[src/rtl/tile_xlate_pkg.sv]
package tile_xlate_pkg;

    typedef enum logic [2:0] {
        S_IDLE,
        S_L3_FETCH,
        S_L3_WAIT,
        S_L2_FETCH,
        S_L2_WAIT,
        S_L1_FETCH,
        S_L1_WAIT,
        S_RESP
    } walk_state_e;

    typedef enum logic [1:0] {
        LV_L3,
        LV_L2,
        LV_L1
    } tbl_level_e;

    typedef enum logic [1:0] {
        RK_PASS,
        RK_XLAT,
        RK_NULL,
        RK_INVAL
    } result_kind_e;

endpackage

[src/rtl/tx_seg_match.sv]
module tx_seg_match #(
    parameter int VA_W  = 48,
    parameter int SEL_W = 4
) (
    input  logic [VA_W-1:0]  va,
    input  logic             xlat_on,
    input  logic [SEL_W-1:0] sel,
    input  logic [SEL_W-1:0] mask,
    output logic             hit
);
    localparam int TOP_LSB = VA_W - SEL_W;

    assign hit = xlat_on && ((va[VA_W-1:TOP_LSB] & mask) == (sel & mask));

endmodule

[src/rtl/tx_fetch_addr.sv]
module tx_fetch_addr
    import tile_xlate_pkg::*;
#(
    parameter int VA_W  = 48,
    parameter int OFF_W = 16,
    parameter int L3_W  = 9,
    parameter int L2_W  = 9,
    parameter int L1_W  = 10
) (
    input  tbl_level_e        lvl,
    input  logic [VA_W-OFF_W-1:0] root_page,
    input  logic [VA_W-1:0]   tbl_base,
    input  logic [VA_W-1:0]   va,
    output logic [VA_W-1:0]   fetch_addr
);
    localparam int L1_LSB = OFF_W;
    localparam int L2_LSB = L1_LSB + L1_W;
    localparam int L3_LSB = L2_LSB + L2_W;

    logic [VA_W-1:0] root_base;
    logic [VA_W-1:0] off_wide;
    logic [VA_W-1:0] off_mid;
    logic [VA_W-1:0] off_leaf;

    assign root_base = {root_page, {OFF_W{1'b0}}};
    assign off_wide  = VA_W'(va[L3_LSB +: L3_W]) << 3;
    assign off_mid   = VA_W'(va[L2_LSB +: L2_W]) << 3;
    assign off_leaf  = VA_W'(va[L1_LSB +: L1_W]) << 2;

    always_comb begin
        case (lvl)
            LV_L3:   fetch_addr = root_base + off_wide;
            LV_L2:   fetch_addr = tbl_base + off_mid;
            LV_L1:   fetch_addr = tbl_base + off_leaf;
            default: fetch_addr = '0;
        endcase
    end

endmodule

[src/rtl/tx_entry_check.sv]
module tx_entry_check #(
    parameter int VA_W  = 48,
    parameter int PAT_W = 32,
    parameter int ENT_W = 64,
    parameter int PG_SH = 12
) (
    input  logic [ENT_W-1:0] entry,
    input  logic             is_leaf,
    input  logic             hi_half,
    input  logic [PAT_W-1:0] null_pat,
    input  logic [PAT_W-1:0] inval_pat,
    output logic [PAT_W-1:0] word,
    output logic             hit_inval,
    output logic             hit_null,
    output logic [VA_W-1:0]  next_base
);
    assign word      = (is_leaf && hi_half) ? entry[2*PAT_W-1:PAT_W] : entry[PAT_W-1:0];
    assign hit_inval = (word == inval_pat);
    assign hit_null  = !hit_inval && (word == null_pat);
    assign next_base = {entry[VA_W-1:PG_SH], {PG_SH{1'b0}}};

endmodule

[src/rtl/tile_xlate_walker.sv]
module tile_xlate_walker
    import tile_xlate_pkg::*;
#(
    parameter int VA_W  = 48,
    parameter int OFF_W = 16,
    parameter int L3_W  = 9,
    parameter int L2_W  = 9,
    parameter int L1_W  = 10,
    parameter int SEL_W = 4,
    parameter int PAT_W = 32,
    parameter int ENT_W = 64,
    parameter int PG_SH = 12
) (
    input  logic                  clk,
    input  logic                  rst_n,
    input  logic                  cfg_enable,
    input  logic                  cfg_tables_virt,
    input  logic [VA_W-OFF_W-1:0] cfg_l3_page,
    input  logic [SEL_W-1:0]      cfg_seg_sel,
    input  logic [SEL_W-1:0]      cfg_seg_mask,
    input  logic [PAT_W-1:0]      cfg_null_pat,
    input  logic [PAT_W-1:0]      cfg_inval_pat,
    input  logic                  req_valid,
    output logic                  req_ready,
    input  logic [VA_W-1:0]       req_addr,
    output logic                  rsp_valid,
    output logic [VA_W-1:0]       rsp_addr,
    output logic                  rsp_pass,
    output logic                  rsp_xlat,
    output logic                  rsp_null,
    output logic                  rsp_inval,
    output logic                  mem_rd_en,
    output logic [VA_W-1:0]       mem_rd_addr,
    input  logic                  mem_rsp_valid,
    input  logic [ENT_W-1:0]      mem_rsp_data
);
    walk_state_e     state_q, state_d;
    tbl_level_e      lvl;
    result_kind_e    kind_q;
    logic [VA_W-1:0] va_q, base_q, out_q;
    logic [VA_W-1:0] fetch_addr, next_base;
    logic [PAT_W-1:0] ent_word;
    logic            seg_hit, ent_inval, ent_null, in_wait, accept;

    always_comb begin
        case (state_q)
            S_L2_FETCH, S_L2_WAIT: lvl = LV_L2;
            S_L1_FETCH, S_L1_WAIT: lvl = LV_L1;
            default:               lvl = LV_L3;
        endcase
    end

    assign in_wait = (state_q == S_L3_WAIT) || (state_q == S_L2_WAIT) || (state_q == S_L1_WAIT);
    assign accept  = (state_q == S_IDLE) && req_valid;

    tx_seg_match #(.VA_W(VA_W), .SEL_W(SEL_W)) u_seg (
        .va(req_addr), .xlat_on(cfg_enable && cfg_tables_virt),
        .sel(cfg_seg_sel), .mask(cfg_seg_mask), .hit(seg_hit)
    );

    tx_fetch_addr #(.VA_W(VA_W), .OFF_W(OFF_W), .L3_W(L3_W), .L2_W(L2_W), .L1_W(L1_W)) u_fetch (
        .lvl(lvl), .root_page(cfg_l3_page), .tbl_base(base_q), .va(va_q), .fetch_addr(fetch_addr)
    );

    tx_entry_check #(.VA_W(VA_W), .PAT_W(PAT_W), .ENT_W(ENT_W), .PG_SH(PG_SH)) u_entry (
        .entry(mem_rsp_data), .is_leaf(lvl == LV_L1), .hi_half(fetch_addr[2]),
        .null_pat(cfg_null_pat), .inval_pat(cfg_inval_pat),
        .word(ent_word), .hit_inval(ent_inval), .hit_null(ent_null), .next_base(next_base)
    );

    // next state
    always_comb begin
        state_d = state_q;
        unique case (state_q)
            S_IDLE:     if (req_valid) state_d = seg_hit ? S_L3_FETCH : S_RESP;
            S_L3_FETCH: state_d = S_L3_WAIT;
            S_L3_WAIT:  if (mem_rsp_valid) state_d = (ent_inval || ent_null) ? S_RESP : S_L2_FETCH;
            S_L2_FETCH: state_d = S_L2_WAIT;
            S_L2_WAIT:  if (mem_rsp_valid) state_d = (ent_inval || ent_null) ? S_RESP : S_L1_FETCH;
            S_L1_FETCH: state_d = S_L1_WAIT;
            S_L1_WAIT:  if (mem_rsp_valid) state_d = S_RESP;
            S_RESP:     state_d = S_IDLE;
            default:    state_d = S_IDLE;
        endcase
    end

    // state register
    always_ff @(posedge clk or negedge rst_n) begin
        if (!rst_n) state_q <= S_IDLE;
        else        state_q <= state_d;
    end

    // walk datapath
    always_ff @(posedge clk or negedge rst_n) begin
        if (!rst_n) begin
            va_q   <= '0;
            base_q <= '0;
            out_q  <= '0;
            kind_q <= RK_PASS;
        end else if (accept) begin
            va_q <= req_addr;
            if (!seg_hit) begin
                kind_q <= RK_PASS;
                out_q  <= req_addr;
            end
        end else if (in_wait && mem_rsp_valid) begin
            if (ent_inval) begin
                kind_q <= RK_INVAL;
                out_q  <= '0;
            end else if (ent_null) begin
                kind_q <= RK_NULL;
                out_q  <= '0;
            end else if (lvl == LV_L1) begin
                kind_q <= RK_XLAT;
                out_q  <= {ent_word, va_q[OFF_W-1:0]};
            end else begin
                base_q <= next_base;
            end
        end
    end

    // outputs
    always_comb begin
        req_ready   = (state_q == S_IDLE);
        mem_rd_en   = (state_q == S_L3_FETCH) || (state_q == S_L2_FETCH) || (state_q == S_L1_FETCH);
        mem_rd_addr = fetch_addr;
        rsp_valid   = (state_q == S_RESP);
        rsp_addr    = out_q;
        rsp_pass    = (kind_q == RK_PASS);
        rsp_xlat    = (kind_q == RK_XLAT);
        rsp_null    = (kind_q == RK_NULL);
        rsp_inval   = (kind_q == RK_INVAL);
    end

    AST_BUSY_AFTER_ACCEPT: assert property (@(posedge clk) disable iff (!rst_n)
        req_valid && req_ready |=> !req_ready);
    AST_RSP_BLOCKS_REQ: assert property (@(posedge clk) disable iff (!rst_n)
        rsp_valid |-> !req_ready);
    AST_ONE_RESULT: assert property (@(posedge clk) disable iff (!rst_n)
        rsp_valid |-> $countones({rsp_pass, rsp_xlat, rsp_null, rsp_inval}) == 1);
    AST_READ_PULSE: assert property (@(posedge clk) disable iff (!rst_n)
        mem_rd_en |=> !mem_rd_en);
    AST_FAULT_NO_ADDR: assert property (@(posedge clk) disable iff (!rst_n)
        rsp_valid && (rsp_null || rsp_inval) |-> rsp_addr == '0);
    AST_PASS_DIRECT: assert property (@(posedge clk) disable iff (!rst_n)
        rsp_valid && rsp_pass |-> $past(req_valid && req_ready));
    AST_ENTRY_ALIGN: assert property (@(posedge clk) disable iff (!rst_n)
        mem_rd_en && (lvl != LV_L1) |-> mem_rd_addr[2:0] == 3'b000);

endmodule

[config.mk]
export PLATFORM = sky130hd
export DESIGN_NAME = tile_xlate_walker
export DESIGN_NICKNAME = d
export VERILOG_FILES = /design/src/rtl/tile_xlate_pkg.sv /design/src/rtl/tx_seg_match.sv /design/src/rtl/tx_fetch_addr.sv /design/src/rtl/tx_entry_check.sv /design/src/rtl/tile_xlate_walker.sv
export SDC_FILE = /design/constraint.sdc
export NUM_CORES = 1
export LEC_CHECK = 0
export ABC_AREA = 1
export BUFFER_PORTS_ARGS = -buffer_cell sky130_fd_sc_hd__buf_2
export CELL_PAD_IN_SITES_DETAIL_PLACEMENT = 1
export CELL_PAD_IN_SITES_GLOBAL_PLACEMENT = 1
export CORE_ASPECT_RATIO = 0.6
export CORE_MARGIN = 3
export CORE_UTILIZATION = 30
export CTS_CLUSTER_DIAMETER = 40
export CTS_CLUSTER_SIZE = 28
export DETAILED_ROUTE_END_ITERATION = 12
export HOLD_SLACK_MARGIN = 0.03
export PLACE_DENSITY = 0.73
export SYNTH_ARGS = -nofsm -noshare
export SYNTH_HDL_FRONTEND = slang
export SYNTH_SLANG_ARGS = --single-unit
[constraint.sdc]
create_clock -name clk -period 2.3 [get_ports clk]
set_input_delay 0.23 -clock clk [delete_from_list [all_inputs] [get_ports clk]]
set_output_delay 0.23 -clock clk [all_outputs]
set_load 0.05 [all_outputs]
==> summary.md, run 1 <==
| Metric | Value |
|---|---|
| Switch share | 53.02% |
| Hpwl dp | 28370 um |
| Tot Pwr | 22.53 mW |
| Vias in the first global route | 10506 |
| Area of the core | 26650 um^2 |
| Max Fanout on Critical Path | 6 |
| Combinational Power Share | 68.8% |
| Die Span Y | 134.1 um |
| Hold crit path type | primary input to flop |
| Static Leak | 7.438 nW |
| DR vias/cell | 4.796 |
| Share of layout cells above drive strength 1 | 34.79% |
| Mapped Area | 8209 um^2 |
| Crit. End Element | flop |
| Grt met3 use | 5.909% |
| Chip width | 219.6 um |
| CP Launch Type | flop |
| Synth warn | 0 |
| Port Buffers | 322 |
| Overall die area | 29450 um^2 |
| Worst slew pin tran | 0.6142 ns |
| RD Place Congestion | 0.8753 |
| CP Cell Sequence | inv_2, nand2_4, buf_6, nand3_4, nor2_4, buf_12, nand2_4, nand2_4, nand2_1, nand2_1, nand2_2, nor2_2, nand2_2, nor2_4, nand2_4, nand3_4, nand3_4, buf_6, clkbuf_16, nand2_1, nand2_1 |
| GR met2 Demand/Resource | 42.11% |
| Post-route ant nets | 0 |
| Commonest non-fill, non-tap cell in the layout | nand2_1 |
| Global route hottest layer | met2 |
| Max Cap Violations | 0 |
| # rows | 46 |
| Antenna violations before repair | 10 |
| Clock root buffer | clkbuf_16 |
| Io pins | 325 |
| Initial core utilization | 30.81% |
| Cells after synthesis | 1277 |
| Tot GR Track Use | 25.99% |
| Max clock buf depth | 2 |
| Clk pwr share | 13.0% |
| Synth cell types | 32 |
| Power Density | 1719 nW/um^2 |
| Dpl ws | -0.5117 ns |
| Critical Path RT | 2.63 ns |
| CTS tree | done |
| Most frequent cells in the layout | nand2_1, buf_2, dfrtp_1 |
| Drt first pass iters | 4 |
| Fmax | 0.3675 GHz |
| Gr ovfl total | 0 |
| Fin crit share | 118.3% |
| Largest net degree at the start of global routing | 69 |
| Slew headroom | 59.05% |
| Violated checks | setup timing |
| Crit path kind | flop to flop |
| Drc violations | 0 |
| Max-slew violation count | 0 |
| Internal power consumption | 10.59 mW |
| Syn_area_per_cell | 6.428 um^2 |
| Via count | 10067 |
| Layout Skew | 0.005847 ns |
| Register bit count reported by yosys | 133 |
| Reg power frac | 18.1% |
| First-pass GRT wire length | 58740 um |
| CTS H-tree lvls | 4 |
| Final core utilization | 49.20% |
| Peak supply drop | 976.3 uV |
| Crit-path slowest cell | dfrtp_1 |
| Psw | 11.95 mW |
| Fill count | 3410 |
| Reg2Reg Setup Slack | -0.42 ns |
| Clock sinks | 133 |
| Delay of the slowest critical-path stage | 0.43 ns |
| Met1 usage in global routing | 35.67% |
| Final setup vio count | 133 |
| CP arrival | 3.05 ns |
| Final worst slack | -0.4213 ns |
| DRT iter0 DRCs | 472 |
| Post-synthesis sequential area ratio | 40.54% |
| Area growth, synth to finish | 59.72% |
| Layout Nets | 1945 |
| WL final | 39260 um |
| WL/cell | 18.70 um |
| Fin crit period | 2.721 ns |
| Total CTS buffers | 17 |
| RSZ-0062 raised after global routing | true |
| Hold Violations, Final | 0 |
| Worst-path clk slew | 0.06 ns |
| Clk Latency, worst-skew pair | 0.44 ns |
| Status | complete, but fails checks |
[layer usage]
metal / share of wire [%] / vias up
met4: 1.2 / 12
li1: - / 4826
met1: 46 / 4943
met5: 0.18 / -
met2: 47 / 243
met3: 5.3 / 43
[power by group through the flow]
stage	Sequential [mW]	Combinational, mW	Clock (mW)
after floorplan	5.22	7.36	0
after global placement	4.04	12.4	0
after detailed placement	4.06	12.7	0
after CTS	4.07	14.5	3.01
after global routing	4.20	16.6	3.12
final	4.08	15.5	2.94
[sequential cells by signal, summed over array words and instances (netlist names)]
name,cells
va_q,44
kind_q,2
rsp_addr,48
base_q,36
state_q,3
[cell type report]
cell class                      instances  area (um^2)  area share, %
Antenna cell                            3        7.507        0.05726
Clock buffer                           21        470.5          3.588
Clock inverter                         11        147.6          1.126
Inverter                              108        407.9          3.111
Multi-Input combinational cell        980         4692          35.79
Sequential cell                       133         3329          25.39
Tap cell                              360        450.4          3.435
Timing Repair Buffer                  483         3606          27.50
[through the flow]
step	setup TNS, ns	instance area, um^2	hold slack, ns	cells
final	-41.61	13110	0.05615	2099
after global routing	-62.59	13110	0.04901	2099
after CTS	-35.43	12560	0.03465	2082
after detailed placement	-39.60	10740	0.2632	1980
after global placement	-28.88	10740	0.2529	1980
after floorplan	0	8220	-0.06559	1278
[kinds of logic (layout without fill, tap and decap cells)]
family,count (synthesis),in the layout,share of synthesized area [%]
AOI/OAI and AO/OA,96,96,6.325
DFF,133,133,40.54
buffers and inverters,165,623,8.901
and+or+nand+nor,882,882,44.19
other,1,5,0.04568
[synthesized netlist by cell type, drive strengths merged]
| cell type | n | area share (%) |
|---|---|---|
| nand2 | 733 | 34 |
| dfrtp | 133 | 41 |
| a21oi | 4 | 0.24 |
| o21bai | 1 | 0.091 |
| o221ai | 9 | 0.96 |
| nand3b | 36 | 3.3 |
| o22ai | 1 | 0.076 |
| nand4 | 3 | 0.49 |
| a31oi | 1 | 0.076 |
| buf | 36 | 3.0 |
| o21ai | 80 | 4.9 |
| clkinv | 4 | 0.18 |
| nor4 | 1 | 0.076 |
| or2 | 1 | 0.076 |
| inv | 104 | 4.8 |
| conb | 1 | 0.046 |
| nor2 | 42 | 2.1 |
| nand3 | 66 | 4.2 |
| clkbuf | 21 | 0.96 |
[worst paths after layout]
path | from | to | cells past startpoint
min in group asynchronous | rst_n | rsp_addr[21] | 2
worst max register to register | state_q[0] | rsp_addr[4] | 21
worst min register to register | va_q[3] | va_q[3] | 2
worst min-delay path | req_addr[27] | va_q[27] | 3
worst max-delay path | state_q[0] | rsp_addr[4] | 21
max in group asynchronous | rst_n | state_q[2] | 3
[worst max-delay path, delay by kind of cell (launching register included)]
kind	cells	cell delay, ns
AND/OR/NAND/NOR	16	1.46
buffers and inverters	5	0.72
flip-flops	1	0.43
[repair_timing]
item / 4_1_cts / 5_1_grt
endpoints found under the setup margin: 133 / 133
hold buffers: 46 / 0
buffers inserted: 18 / 11
cloned: 6 / 4
pin swaps: 16 / 17
resized for setup: 122 / 110
endpoints found under the hold margin: 101 / 0
Power figures use the tool's default switching activity.
==> run 2: changes to the inputs <==
- ABC_AREA: 1 -> not set
- CORE_UTILIZATION: 30 -> 33
- MAX_ROUTING_LAYER: not set -> met4
==> summary.md, run 2 <==
| Metric | Value |
|---|---|
| Crit path max-delay family | buffers and inverters |
| Tot GR Track Use | 30.35% (+4.4 points) |
| Worst-path clk slew | 0.07 ns (about the same) |
| Area of the core | 24500 um^2 (-8.1%) |
| WL/cell | 24.59 um (+31%) |
| Total CTS buffers | 17 (unchanged) |
| Clock root buffer | clkbuf_16 |
| Worst R2R Start | state_q[1] |
| RSZ-0062 raised after global routing | true |
| Area growth, synth to finish | 64.43% |
| Status | complete, but fails checks |
| Share of layout cells above drive strength 1 | 51.40% (+17 points) |
| Fin crit share | 136.0% (+18 points) |
| Layout Nets | 1600 (-18%) |
| Antenna violations before repair | 3 (-7) |
| Hpwl dp | 31210 um (+10%) |
| Clk Latency, worst-skew pair | 0.44 ns (about the same) |
| Setup TNS | -74.04 ns (-32.43 ns) |
| Max Cap Violations | 0 (unchanged) |
| DRT iter0 DRCs | 715 (+51%) |
| Via count | 9086 (-9.7%) |
| Overall die area | 27250 um^2 (-7.5%) |
| Chip width | 211.1 um (-3.8%) |
| Max clock buf depth | 2 (unchanged) |
| Final worst slack | -0.8272 ns (-0.4059 ns) |
| Synth Flop Type | dfrtp_1 |
| Delay of the slowest critical-path stage | 0.46 ns (+0.03 ns) |
| Peak supply drop | 1362 uV (+39%) |
| CP Cell Sequence | xor2_4, nand2_4, inv_8, buf_6, nor4_1, a31oi_2, nor4_4, or2_4, buf_4, nor2_4, bufbuf_16, mux2_2 |
| Mapped Area | 8330 um^2 (+1.5%) |
| Vias in the first global route | 9496 (-9.6%) |
| WL final | 42210 um (+7.5%) |
| Cells after synthesis | 858 (-33%) |
| Crit path buffers/inverters | 4 (-1) |
| Hold Violations, Final | 0 (unchanged) |
| DR vias/cell | 5.292 (+10%) |
| Post-route ant nets | 0 (unchanged) |
| Max Fanout on Critical Path | 18 (+12) |
| Synth area leaders | dfrtp_1, mux2_2, nand2_1, xnor2_1, xor2_1 |
| Post-Layout Cell Count | 1717 (-18%) |
| Post-synthesis sequential area ratio | 39.95% (-0.59 points) |
| Placed cells | 1629 (-18%) |
| Crit. End Element | flop |
| Number of enable flip-flop cells after synthesis | 0 (unchanged) |
| Post-synth ARST share | 100.0% (unchanged) |
| Register bit count reported by yosys | 133 (unchanged) |
| Fin Hold WS | 0.04374 ns (-0.01242 ns) |
| Top-area cell type share of the netlist area | 39.95% (-0.59 points) |
| Most frequent cells in the layout | buf_2, buf_4, nand2_1 |
| Violated checks | setup timing |
| Max FFs per register | 48 (unchanged) |
| Max-slew violation count | 0 (unchanged) |
| Largest net degree at the start of global routing | 50 (-28%) |
| Crit path kind | flop to flop |
| Io pins | 325 (unchanged) |
| Critical Path RT | 2.63 ns (about the same) |
| Crit-path slowest cell | dfrtp_2 |
| RD Place Congestion | 0.9585 (+9.5%) |
| Drc violations | 0 (unchanged) |
| Port Buffers | 322 (unchanged) |
| Synth cell count leaders | nand2_1, dfrtp_1, mux2_2 |
| Crit. Startpoint | state_q[1] |
| Commonest non-fill, non-tap cell in the layout | buf_2 |
| Fin crit period | 3.127 ns (+0.4059 ns) |
| Clock sinks | 133 (unchanged) |
| First-pass GRT wire length | 59530 um (+1.3%) |
| Synth cell types | 51 (+59%) |
| Most common cell in the netlist | nand2_1 |
| CTS H-tree lvls | 4 (unchanged) |
| Final setup vio count | 132 (-0.75%) |
| Power Density | 1574 nW/um^2 (-8.4%) |
| CP arrival | 3.45 ns (+0.40 ns) |
| Slew headroom | 55.43% (-3.6 points) |
| Synth warn | 0 (unchanged) |
| Hold crit path type | primary input to flop |
| Worst slew pin tran | 0.6664 ns (+0.05211 ns) |
| Hold wc startpoint | req_addr[34] |
| Initial core utilization | 34.00% (+3.2 points) |
| CP Launch Type | flop |
| Static Leak | 6.733 nW (-9.5%) |
| Gr ovfl total | 0 (unchanged) |
| CTS tree | done |
| Drt first pass iters | 6 (+2) |
| Syn_area_per_cell | 9.709 um^2 (+51%) |
| Cell accounting for the most synthesized area | dfrtp_1 |
| Dpl ws | -1.135 ns (-0.6234 ns) |
| Layout Skew | 0.01058 ns (+0.004733 ns) |
| Fmax | 0.3198 GHz (-13%) |
| Fill count | 2780 (-18%) |
| Final core utilization | 55.91% (+6.7 points) |
| # rows | 44 (-4.3%) |
| Die Span Y | 129.1 um (-3.8%) |
[run 2: kinds of logic (layout without fill, tap and decap cells)]
kind of cell              count (synthesis)  after routing  share of synthesized area (%)
other                                     1              6                        0.04502
xor gates and xnor gates                 83             83                          9.042
AOI/OAI and AO/OA                       149            149                          12.23
and+or+nand+nor                         248            248                          13.16
buffers and inverters                    87            619                          4.821
DFF                                     133            133                          39.95
muxes                                   157            157                          20.76
[run 2: through the flow]
step / power, mW / cell area, um^2
5_1_grt: 22.45 / 13700
2_1_floorplan: 12.09 / 8407
3_3_place_gp: 15.54 / 11700
4_1_cts: 20.00 / 13110
6_report: 21.56 / 13700
3_5_place_dp: 15.86 / 11700
[run 2: final cells by class]
type / count / area (um^2) / share of cell area, %
multi-input combinational: 639 / 5049 / 36.86
timing repair buffer: 549 / 4161 / 30.38
sequential: 133 / 3331 / 24.31
clock buffer: 19 / 452.9 / 3.307
tap: 322 / 402.9 / 2.941
inverter: 38 / 153.9 / 1.123
clock inverter: 13 / 137.6 / 1.005
antenna: 4 / 10.01 / 0.07307
[run 2: worst reg2reg max path: cells and delay by family (launching register included)]
family | cells | cell delay [ns]
simple gates | 5 | 0.78
compound gates | 1 | 0.31
flops | 1 | 0.46
mux | 1 | 0.37
buf+inv | 4 | 0.89
xor+xnor | 1 | 0.22
[run 2: per-layer routing]
metal	GRT usage, %	routed length (um)	up-vias
li1	-	-	4087
met1	42.92	19940	4612
met2	44.26	18330	354
met3	8.178	3512	33
met4	5.311	435	0
met5	-	0	-
[run 2: worst paths after layout]
| check | endpoint | slack (ns) | cells past startpoint |
|---|---|---|---|
| setup reg to reg | base_q[14] | -0.83 | 12 |
| hold / removal | va_q[34] | 0.04 | 3 |
| hold reg to reg | va_q[5] | 0.47 | 2 |
| max in group asynchronous | state_q[0] | 1.36 | 3 |
| setup / recovery | base_q[14] | -0.83 | 12 |
| min in group asynchronous | rsp_addr[11] | 0.31 | 2 |
[run 2: power breakdown]
| group | internal [mW] | switching [mW] | leakage [nW] |
|---|---|---|---|
| Sequential | 3.49 | 0.783 | 1.62 |
| Combinational | 6.10 | 8.35 | 4.82 |
| Clock | 1.59 | 1.25 | 0.291 |
| Total | 11.2 | 10.4 | 6.73 |
[run 2: what timing repair did]
item / CTS / global route
setup buffers: 13 / 9
gates cloned: 7 / 2
setup endpoints to repair: 133 / 133
hold buffers: 24 / 0
pin swaps: 8 / 8
gates resized for setup: 59 / 167
endpoints found under the hold margin: 62 / 0
==> run 3: changes to the inputs <==
- CORE_UTILIZATION: 33 -> 34
- CTS_BUF_LIST: not set -> sky130_fd_sc_hd__clkbuf_8
- CTS_CLUSTER_DIAMETER: 40 -> not set
- PLACE_DENSITY: 0.73 -> 0.75
- RECOVER_POWER: not set -> 100
==> summary.md, run 3 (synthesized netlist as in run 2, its figures left out) <==
| Metric | Value |
|---|---|
| Io pins | 325 (unchanged) |
| Placed cells | 1633 (+0.25%) |
| Reg2Reg Setup Slack | -1.04 ns (-0.21 ns) |
| Via count | 9182 (+1.1%) |
| Layout Nets | 1628 (+1.8%) |
| Hold crit path type | primary input to flop |
| Gr ovfl total | 0 (unchanged) |
| WL/cell | 24.13 um (-1.9%) |
| Vias in the first global route | 9704 (+2.2%) |
| DRT iter0 DRCs | 613 (-14%) |
| CP arrival | 3.68 ns (+0.23 ns) |
| Chip width | 208.1 um (-1.4%) |
| Commonest non-fill, non-tap cell in the layout | buf_2 |
| Crit. End Element | flop |
| Tot GR Track Use | 30.47% (+0.13 points) |
| Fmax | 0.2996 GHz (-6.3%) |
| Max Cap Violations | 0 (unchanged) |
| Antenna violations before repair | 6 (+3) |
| # rows | 43 (-2.3%) |
| Port Buffers | 322 (unchanged) |
| Top Metal Used | met4 |
| Hold wc startpoint | req_addr[22] |
| Worst slew pin tran | 0.9128 ns (+0.2464 ns) |
| DR vias/cell | 5.277 (-0.28%) |
| Area of the core | 23570 um^2 (-3.8%) |
| Power Density | 1468 nW/um^2 (-6.7%) |
| Hpwl dp | 31580 um (+1.2%) |
| Static Leak | 6.495 nW (-3.5%) |
| Clock sinks | 133 (unchanged) |
| Max clock buf depth | 2 (unchanged) |
| Max Fanout on Critical Path | 18 (unchanged) |
| Slew headroom | 39.15% (-16 points) |
| Area growth, synth to finish | 59.85% |
| Crit path kind | flop to flop |
| First-pass GRT wire length | 59310 um (-0.37%) |
| Dpl ws | -1.181 ns (-0.04573 ns) |
| Placed cell area | 11760 um^2 (+0.44%) |
| WL final | 41980 um (-0.55%) |
| Die Span Y | 127.2 um (-1.4%) |
| Overall die area | 26480 um^2 (-2.8%) |
| Metal-1 WL | 19260 um (-3.4%) |
| Fin crit share | 145.1% (+9.2 points) |
| Max FFs per register | 48 (unchanged) |
| Violated checks | setup timing |
| R2r worst-path depth | 13 (+1) |
| Routed length on met2 | 18590 um (+1.4%) |
| Post-route ant nets | 0 (unchanged) |
| RD Place Congestion | 1.009 (+5.3%) |
| RSZ-0062 raised after global routing | true |
| Peak supply drop | 1270 uV (-6.7%) |
| Max-slew violation count | 0 (unchanged) |
| Worst Hold Depth | 3 (unchanged) |
| CTS tree | done |
| Final setup vio count | 134 (+1.5%) |
| Layout Skew | 0.01524 ns (+0.004659 ns) |
| Critical Path RT | 2.65 ns (+0.02 ns) |
| Post-route cell area | 13320 um^2 (-2.8%) |
| Largest net degree at the start of global routing | 61 (+22%) |
| Worst R2R Start | state_q[1] |
| Setup TNS | -106.23 ns (-32.19 ns) |
| Worst Hold Path EP | va_q[22] |
| Hold Violations, Final | 0 (unchanged) |
| Worst r2r dst | rsp_addr[45] |
| Initial core utilization | 35.35% (+1.3 points) |
| Fin crit period | 3.338 ns (+0.2108 ns) |
| Total CTS buffers | 17 (unchanged) |
| Post-Layout Cell Count | 1740 (+1.3%) |
| Clk Latency, worst-skew pair | 0.47 ns (+0.03 ns) |
| Final worst slack | -1.038 ns (-0.2108 ns) |
| CP Launch Type | flop |
| Drc violations | 0 (unchanged) |
| Clock root buffer | clkbuf_8 |
| Status | complete, but fails checks |
| CTS H-tree lvls | 4 (unchanged) |
| Share of layout cells above drive strength 1 | 48.91% (-2.5 points) |
| Most frequent cells in the layout | buf_2, buf_4, nand2_1 |
| Worst-path clk slew | 0.09 ns (+0.02 ns) |
| Drt first pass iters | 6 (unchanged) |
| Met3 wire len | 3595 um (+2.4%) |
-- run 3: routing by layer --
metal,up-vias,global-route usage (%)
met4,0,6.297
met5,-,-
met2,401,45.70
li1,4136,-
met1,4602,41.98
met3,43,7.926
-- run 3: final cells by class --
class / count / area [um^2]
clock buffers: 21 / 289.0
inverters: 38 / 155.1
multi-input cells: 640 / 5062
diodes: 6 / 15.01
flip-flops and latches: 133 / 3331
fillers: 2783 / 10250
well taps: 315 / 394.1
repair buffers: 576 / 3924
clock inverters: 11 / 146.4
-- run 3: worst max-delay path: stages, from the launching register on --
cell	delay, ns
dfrtp_2	0.49
xor2_4	0.21
nand2_4	0.15
clkinv_8	0.10
buf_8	0.15
buf_4	0.14
nor4_1	0.40
nand3_1	0.18
o31ai_1	0.12
nor4bb_4	0.29
or2_4	0.22
a21o_4	0.21
buf_12	0.18
mux2_2	0.35
-- run 3: power breakdown --
part           internal [mW]  switching (mW)
registers               3.48           0.801
clock network           1.19            1.07
logic                   5.00            7.99
-- run 3: how the worst max path moves through the flow --
stage | from | endpoint | cells after the start
CTS | state_q[1] | rsp_addr[14] | 11
detailed placement | state_q[1] | rsp_addr[5] | 11
finish | state_q[1] | rsp_addr[45] | 13
global placement | state_q[1] | rsp_addr[5] | 11
floorplan | state_q[0] | rsp_addr[34] | 12
global route | state_q[1] | rsp_addr[45] | 13
-- run 3: through the flow --
step / hold slack [ns] / power [mW] / util [%]
after CTS: 0.03635 / 18.62 / 54.60
after global routing: 0.04508 / 20.45 / 56.51
final: 0.05191 / 19.54 / 56.51
after detailed placement: 0.1474 / 15.98 / 49.88
after floorplan: -0.06559 / 12.09 / -
after global placement: 0.1449 / 15.62 / 49.88
-- run 3: what timing repair did --
action                                  in CTS  in global routing
gates cloned                                 1                  4
gates resized for setup                     30                 81
endpoints found under the setup margin     135                135
setup buffers                               11                 17
pin swaps                                    6                 10
hold buffers                                41                  0
hold endpoints to repair                    80                  0
